**config.mk**
```make
export PLATFORM = sky130hd
export DESIGN_NAME = dual_alarm_cmp
export DESIGN_NICKNAME = d
export VERILOG_FILES = /design/src/rtl/dual_alarm_pkg.sv /design/src/rtl/alarm_match.sv /design/src/rtl/alarm_flag.sv /design/src/rtl/irq_merge.sv /design/src/rtl/dual_alarm_cmp.sv
export SDC_FILE = /design/constraint.sdc
export NUM_CORES = 1
export LEC_CHECK = 0
export CORE_ASPECT_RATIO = 1.1
export CORE_MARGIN = 4
export CORE_UTILIZATION = 25
export DETAILED_ROUTE_END_ITERATION = 12
export PLACE_DENSITY = 0.82
export SLEW_MARGIN = 20
export SYNTH_ARGS = -nofsm -noshare
export SYNTH_HDL_FRONTEND = slang
export SYNTH_SLANG_ARGS = --single-unit
```
**constraint.sdc**
```tcl
create_clock -name clk -period 1.3 [get_ports clk]
set_input_delay 0.195 -clock clk [delete_from_list [all_inputs] [get_ports clk]]
set_output_delay 0.195 -clock clk [all_outputs]
set_load 0.01 [all_outputs]
```
**src/rtl/dual_alarm_pkg.sv**
```systemverilog
package dual_alarm_pkg;

    localparam int VAL_BITS  = 7;
    localparam int REG_BITS  = VAL_BITS + 1;
    localparam int EN_BIT    = REG_BITS - 1;

    typedef enum logic [2:0] {
        FLD_SEC   = 3'd0,
        FLD_MIN   = 3'd1,
        FLD_HOUR  = 3'd2,
        FLD_DATE  = 3'd3,
        FLD_MONTH = 3'd4,
        FLD_WDAY  = 3'd5
    } field_idx_e;

    typedef struct packed {
        logic armed;
        logic hit;
    } alarm_eval_t;

    // One field passes when it is masked out or its value agrees.
    function automatic logic field_pass(input logic [REG_BITS-1:0] areg,
                                        input logic [VAL_BITS-1:0] tval);
        return (!areg[EN_BIT]) || (areg[VAL_BITS-1:0] == tval);
    endfunction

endpackage

```
**src/rtl/alarm_match.sv**
```systemverilog
module alarm_match
    import dual_alarm_pkg::*;
#(
    parameter int NUM_FIELDS = 6
) (
    input  logic [NUM_FIELDS*REG_BITS-1:0] alarm_reg,
    input  logic [NUM_FIELDS*VAL_BITS-1:0] time_val,
    output alarm_eval_t                    eval
);
    logic [NUM_FIELDS-1:0] pass_vec;
    logic [NUM_FIELDS-1:0] en_vec;

    for (genvar f = 0; f < NUM_FIELDS; f++) begin : g_field
        assign pass_vec[f] = field_pass(alarm_reg[f*REG_BITS +: REG_BITS],
                                        time_val[f*VAL_BITS +: VAL_BITS]);
        assign en_vec[f]   = alarm_reg[f*REG_BITS + EN_BIT];
    end

    always_comb begin
        eval.armed = |en_vec;
        eval.hit   = eval.armed && (&pass_vec);
    end
endmodule

```
**src/rtl/alarm_flag.sv**
```systemverilog
module alarm_flag
    import dual_alarm_pkg::*;
(
    input  logic        clk,
    input  logic        rst,
    input  logic        tick,
    input  logic        clr,
    input  alarm_eval_t eval,
    output logic        flag
);
    always_ff @(posedge clk) begin
        if (rst) begin
            flag <= 1'b0;
        end else if (tick && eval.hit) begin
            flag <= 1'b1;
        end else if (clr) begin
            flag <= 1'b0;
        end
    end
endmodule

```
**src/rtl/irq_merge.sv**
```systemverilog
module irq_merge #(
    parameter int NUM_ALARMS = 2
) (
    input  logic [NUM_ALARMS-1:0] flags,
    input  logic [NUM_ALARMS-1:0] enables,
    output logic                  irq_n
);
    logic [NUM_ALARMS-1:0] routed;

    for (genvar a = 0; a < NUM_ALARMS; a++) begin : g_route
        assign routed[a] = flags[a] & enables[a];
    end

    assign irq_n = ~(|routed);
endmodule

```
**src/rtl/dual_alarm_cmp.sv**
```systemverilog
module dual_alarm_cmp
    import dual_alarm_pkg::*;
#(
    parameter int NUM_FIELDS = 6,
    parameter int NUM_ALARMS = 2
) (
    input  logic                                       clk,
    input  logic                                       rst,
    input  logic                                       sec_tick,
    input  logic [NUM_FIELDS*VAL_BITS-1:0]             time_bcd,
    input  logic [NUM_ALARMS*NUM_FIELDS*REG_BITS-1:0]  alarm_bcd,
    input  logic [NUM_ALARMS-1:0]                      irq_en,
    input  logic [NUM_ALARMS-1:0]                      flag_clr,
    output logic [NUM_ALARMS-1:0]                      alarm_flag,
    output logic                                       irq_n
);
    localparam int SET_BITS = NUM_FIELDS * REG_BITS;

    alarm_eval_t evals [NUM_ALARMS];

    for (genvar a = 0; a < NUM_ALARMS; a++) begin : g_alarm
        alarm_match #(.NUM_FIELDS(NUM_FIELDS)) u_match (
            .alarm_reg (alarm_bcd[a*SET_BITS +: SET_BITS]),
            .time_val  (time_bcd),
            .eval      (evals[a])
        );

        alarm_flag u_flag (
            .clk  (clk),
            .rst  (rst),
            .tick (sec_tick),
            .clr  (flag_clr[a]),
            .eval (evals[a]),
            .flag (alarm_flag[a])
        );
    end

    irq_merge #(.NUM_ALARMS(NUM_ALARMS)) u_irq (
        .flags   (alarm_flag),
        .enables (irq_en),
        .irq_n   (irq_n)
    );
endmodule

```
==> run metrics, run 1 <==
outcome=completed; startpoint types=primary input; synth warn=0; DRC viols=0; Hold Violations, Final=0; crit path time final=~1300 ps; count of state elements after synthesis=2; CP Capture Point=irq_n; crit share post-route=a little over nine tenths; Skew-Pair Late Insertion Delay=210 ps; CP arrival=around 1100 ps; crit path max fanout=1; largest net degree at the start of global routing=4; clk slew on worst S/H paths=around 30 ps; worst path required time=about 1100 ps; Largest regs=g_alarm.u_flag.flag (2); max FFs per register=2; total routed wirelength=5163 microns; Layout area overhead=158.4%; die area=~5500 sq um; total of max-cap violations=0; clk root buf=clkbuf_8; First-pass DRT Iterations=4; Slew HR=slightly below 80%; DP HPWL=4812 microns; sequential area share after synthesis=under 10%; PwrDens=about 380 nW/um^2; skew final=0 ps; Max IR drop VDD=roughly 0.2 mV; most frequent cells in the layout=dlygate4sd2_1, xor2_1, clkdlybuf4s50_1; post-synthesis cell type count=19; RSZ-0062 raised after global routing=yes; Die W=just over 70 microns; Die Ht=slightly below 80 microns; CTS Buffer Depth=2; total clock sinks=2; R2R Path End=g_alarm[0].u_flag.flag; drt wl/cell=about 15 microns; HP Class=reg2reg; via/cell ratio=roughly 4.6; Static Leak=around 1.3 nW; design area=2800 sq um; NumNets Final=about 440; hold buffer count at cts=0; total core area=a little over 4000 sq um; Setup Viol. Count Final=0; mean instance size in the synthesized netlist=between 8 and 9 sq um; r2r setup slk=between 600 and 700 ps; net switching power=around 0.00033 W; largest reg by FF count=g_alarm.u_flag.flag; setup tns final=0 ps; power share of the sequential group=5.9%; initial antenna violation count=0; total track usage=~18%; Initial Utilization=a little over a quarter; CTS tree=yes; Mapped Area=1084 sq um; GRT overflow=0; number of global-route vias before repair=roughly 1800; Tightest Pin Transition=between 300 and 400 ps; Port Buffers=around 150; Comb pwr share=70.7%; FF-to-FF Start=g_alarm[0].u_flag.flag; Cell Area, Placed=roughly 2700 sq um; Max Fclk=789.5 MHz; Std-Cell Rows=24; post-route setup slack=roughly 33 ps; WS Path Type=in2out; crit path from=irq_en[0]; first-pass GRT wire length=7693 microns; routed vias=~1600; Reg2Reg Depth=3; Starting DRT DRC Count=18; crit end category=primary output; Routed Antenna Nets=0; P_int=between 0.0007 and 0.0008 W; Final Max Slew Viols=0; commonest non-fill, non-tap cell in the layout=dlygate4sd2_1; clock share of power=roughly a quarter; dpl ws=-484.8 ps; PnR Total Power=~0.0011 W; layout cells sized above 1=approximately 16%; Net Sw Frac=between 30 and 40%; I/O Pins=roughly 150; Inserted Clock Buffers=3; routability cong.=~0.80; Mapped Cells=approximately 130; ANT cells=0; net count after synthesis=277; htree depth=1
[cell type report]
cell class,instances,area (sq um)
repair buffers,156,1483
fillers,370,1284
multi-input cells,128,1171
well taps,52,65.06
clock buffers,3,41.29
flip-flops and latches,2,40.04
[repair_timing]
item	in CTS	in global routing
setup endpoints to repair	5	3
pin swaps	55	48
buffers inserted	0	0
resized for setup	119	62
[per-layer routing]
metal | part of all wire (%) | global-route usage [%] | vias up | wire length, microns
met5 | 0 | 0 | - | 0
met4 | 1.2 | 4.887 | 0 | 60
met3 | 8.9 | 4.837 | 6 | 462
met2 | 57 | 37.01 | 83 | 2960
met1 | 33 | 16.12 | 693 | 1679
li1 | - | - | 784 | -
[power groups by stage]
stage	clock network, W	logic, W	registers [W]
after global placement	0	0.000783	0.0000632
after floorplan	0	0.000237	0.0000631
after global routing	0.000253	0.000809	0.0000625
after CTS	0.000254	0.000736	0.0000625
final	0.000248	0.000749	0.0000625
after detailed placement	0	0.000798	0.0000632
[stage by stage]
step | instances | hold WS, ps | utilization (%)
final | 341 | 478.3 | 68.57
after global routing | 341 | 496.2 | 68.57
after CTS | 341 | 479.9 | 65.90
after detailed placement | 338 | 478.1 | 65.44
after global placement | 338 | 467.9 | 65.44
after floorplan | 132 | 355.8 | -
[worst min-delay path by stage]
stage | startpoint | endpoint | slack (ps) | cells after the start
5_1_grt | g_alarm[1].u_flag.flag | g_alarm[1].u_flag.flag | 500 | 2
2_1_floorplan | rst | g_alarm[1].u_flag.flag | 360 | 3
3_3_place_gp | g_alarm[1].u_flag.flag | g_alarm[1].u_flag.flag | 470 | 2
3_5_place_dp | g_alarm[1].u_flag.flag | g_alarm[1].u_flag.flag | 480 | 2
4_1_cts | g_alarm[1].u_flag.flag | g_alarm[1].u_flag.flag | 480 | 2
6_report | g_alarm[1].u_flag.flag | g_alarm[1].u_flag.flag | 480 | 2
[worst max-delay path, cell delays in order]
cell and delay (ps):
clkdlybuf4s50_1 410, a22oi_1 200, clkdlybuf4s15_1 270
[synthesized netlist by cell type]
library cell   n  area, sq um
xor2_1        44        385.4
xnor2_1       40        350.3
nand4_1       12        75.07
o41ai_1        8        70.07
nor2_1         4        15.01
nor3_1         4        20.02
nand2_1        3        11.26
a21oi_1        2        10.01
buf_4          2        15.01
dfxtp_1        2        40.04
nor4_1         2        12.51
o41ai_2        2        32.53
a22oi_1        1        7.510
a31o_2         1        8.760
a31oi_1        1        6.260
nand3_1        1        5.000
nor2b_1        1        6.260
o21ai_1        1        5.000
o31ai_1        1        7.510
[cell families (layout without fill, tap and decap cells)]
kind of cell / after synthesis / after routing / synth area share, %
compound gates: 17 / 17 / 13.63
xor+xnor: 84 / 84 / 67.90
buf+inv: 2 / 159 / 1.385
flops: 2 / 2 / 3.695
simple gates: 27 / 27 / 13.39
Power figures use the tool's default switching activity.
==> inputs of run 2 (changes only) <==
Settings changed: CELL_PAD_IN_SITES_DETAIL_PLACEMENT from default to 0, CELL_PAD_IN_SITES_GLOBAL_PLACEMENT from default to 1, CORE_UTILIZATION 25 to 16, PLACE_DENSITY 0.82 to default, PLACE_DENSITY_LB_ADDON from default to 0.1, SYNTH_HIERARCHICAL from default to 1.
==> run 2 against run 1 <==
Core utilization fell by 27 points. First-iteration DRC count fell by 67%. Cell area rose by 4.9%. Cell count rose by 8.8%. Sequential share of layout area fell by 0.066 points. Largest cell class unchanged. Largest power group unchanged.
==> run metrics, run 2 <==
outcome=completed; Post-synth EDFFs=0; Synth top area share=between 30% and 40%; Routed Antenna Nets=0; synth warn=6; total routed wirelength=5302 microns; Initial Utilization=16.46%; Tightest Pin Transition=between 300 and 400 ps; NumNets Final=about 430; Setup Viol. Count Final=0; startpoint types=primary input; P_int=0.0007608 W; RSZ-0062 raised after global routing=yes; XOR/XNOR Fraction of Synth Area=between 60% and 70%; total track usage=~12%; CTS Buffer Depth=2; Skew-Pair Late Insertion Delay=210 ps; die area=between 8000 and 9000 sq um; commonest cells in the netlist=xnor2_1, xor2_1, nand4_1, o41ai_2; layout cells sized above 1=between 40% and 50%; mean instance size in the synthesized netlist=between 8 and 9 sq um; Main synth FF type=dfxtp_1; GRT overflow=0; multiplexer area fraction after synthesis=0%; Layout area overhead=154.6%; commonest non-fill, non-tap cell in the layout=clkbuf_2; routed vias=between 1500 and 2000; DP HPWL=~5000 microns; sequential area share after synthesis=3.471%; routability cong.=between 0.7 and 0.8; clock share of power=between 20% and 30%; Port Buffers=around 150; ANT cells=0; cell with the most instances after synthesis=xnor2_1; total of max-cap violations=0; Comb pwr share=72.3%; Net Sw Frac=between 30% and 40%; PwrDens=around 380 nW/um^2; crit path max fanout=1; synth top area cells=xnor2_1, xor2_1, o41ai_2, nand4_1, dfxtp_1; Setup Buffers After CTS=0; DRC viols=0; crit end category=flip-flop; via/cell ratio=between 4 and 5; filler cell count=roughly 730; Mapped Area=between 1000 and 1500 sq um; Std-Cell Rows=32; dpl ws=-566.4 ps; Final Max Slew Viols=0; Static Leak=around 1.6 nW; Slew HR=between 70 and 80%; power share of the sequential group=around 5.6%; ys async rst share=0%; Adder-Cell Fraction of Synth Area=0%; area leader, netlist=xnor2_1; skew final=0 ps; Inserted Clock Buffers=3; most frequent cells in the layout=clkbuf_2, dlymetal6s2s_1, xnor2_1; post-synthesis cell type count=12; WS Path Type=in2reg; number of global-route vias before repair=1740; setup tns final=0 ps; Starting DRT DRC Count=6; Die W=88.96 microns; largest net degree at the start of global routing=4; Post-Synth Simple-Gate Area=13.23%; Max IR drop VDD=roughly 0.25 mV; initial antenna violation count=0; first-pass GRT wire length=7810 microns; Max Fclk=around 770 MHz; drt wl/cell=approximately 14 microns; Hold Violations, Final=0; net count after synthesis=approximately 270; clk slew on worst S/H paths=around 30 ps; CTS tree=yes; HP Class=reg2reg; crit path time final=1296 ps; Die Ht=between 90 and 100 microns; clk root buf=clkbuf_8; worst path required time=roughly 1400 ps; net switching power=0.0003475 W; complex-gate fraction of the synthesized area=19.52%; CP arrival=1440 ps; I/O Pins=between 100 and 150; Largest regs=g_alarm.u_flag/flag (2); First-pass DRT Iterations=4; max FFs per register=2; Mapped Cells=between 100 and 150; total clock sinks=2; crit share post-route=between 90 and 100%; largest reg by FF count=g_alarm.u_flag/flag; htree depth=1; count of state elements after synthesis=2; largest family of logic cells by synthesized area=XOR/XNOR gates; total core area=7007 sq um; post-route setup slack=~3.7 ps
run 2: timing repair:
action | 4_1_cts | 5_1_grt
resized for setup | 88 | 256
endpoints found under the setup margin | 5 | 2
hold buffers | 0 | 0
pin swaps | 70 | 86
run 2: layer usage:
layer  track usage (%)  vias to the layer above  part of all wire (%)
met5                 0                        -                     0
met4             3.551                        0                   1.3
met3             3.308                        4                    10
met2             22.86                       80                    56
met1             10.84                      662                    32
li1                  -                      767                     -
run 2: stage by stage:
stage / instances / utilization (%) / cell area [sq um] / total power, W / hold WS, ps
6_report: 371 / 41.91 / 2937 / 0.001108 / 506.4
5_1_grt: 371 / 41.91 / 2937 / 0.001189 / 540.7
4_1_cts: 371 / 39.05 / 2736 / 0.001061 / 519.1
3_5_place_dp: 368 / 39.73 / 2784 / 0.0008885 / 509.3
3_3_place_gp: 368 / 39.73 / 2784 / 0.0008901 / 513.5
2_1_floorplan: 129 / - / 1154 / 0.0003269 / 257.4
run 2: worst paths after layout:
kind	start	end	slack (ps)	cells after the start
worst min register to register	g_alarm[1].u_flag/flag	g_alarm[1].u_flag/flag	510	2
worst min-delay path	g_alarm[1].u_flag/flag	g_alarm[1].u_flag/flag	510	2
worst max-delay path	alarm_bcd[0]	g_alarm[0].u_flag/flag	4	7
worst max register to register	g_alarm[1].u_flag/flag	g_alarm[1].u_flag/flag	690	2
run 2: power groups by stage:
| stage | registers, W | logic [W] | clock network, W |
|---|---|---|---|
| after floorplan | 0.0000634 | 0.000263 | 0 |
| after global placement | 0.0000633 | 0.000827 | 0 |
| after detailed placement | 0.0000633 | 0.000825 | 0 |
| after CTS | 0.0000626 | 0.000747 | 0.000251 |
| after global routing | 0.0000625 | 0.000864 | 0.000263 |
| final | 0.0000626 | 0.000801 | 0.000245 |
run 2: area by class of cell:
type / instances / area, sq um / area share [%]
Clock buffer: 3 / 41.29 / 1.406
Multi-Input combinational cell: 127 / 1371 / 46.70
Timing Repair Buffer: 154 / 1378 / 46.91
Sequential cell: 2 / 40.04 / 1.363
Tap cell: 85 / 106.4 / 3.622
run 2: worst max-delay path, stage by stage:
cell,delay [ps]
dlygate4sd2_1,230
xor2_1,150
o41ai_2,370
nand4_1,180
nor2_1,120
nand2_1,70
a21oi_2,130
run 2: logic make-up after synthesis:
logic type | after synthesis
simple gates | 28
compound gates | 15
flops | 2
xor+xnor | 84
==> inputs of run 3 (changes only) <==
Settings changed: CTS_CLUSTER_DIAMETER from default to 200.
==> results of run 3 <==
Same layout as run 2: the final DEF is identical, and so are final timing and power.
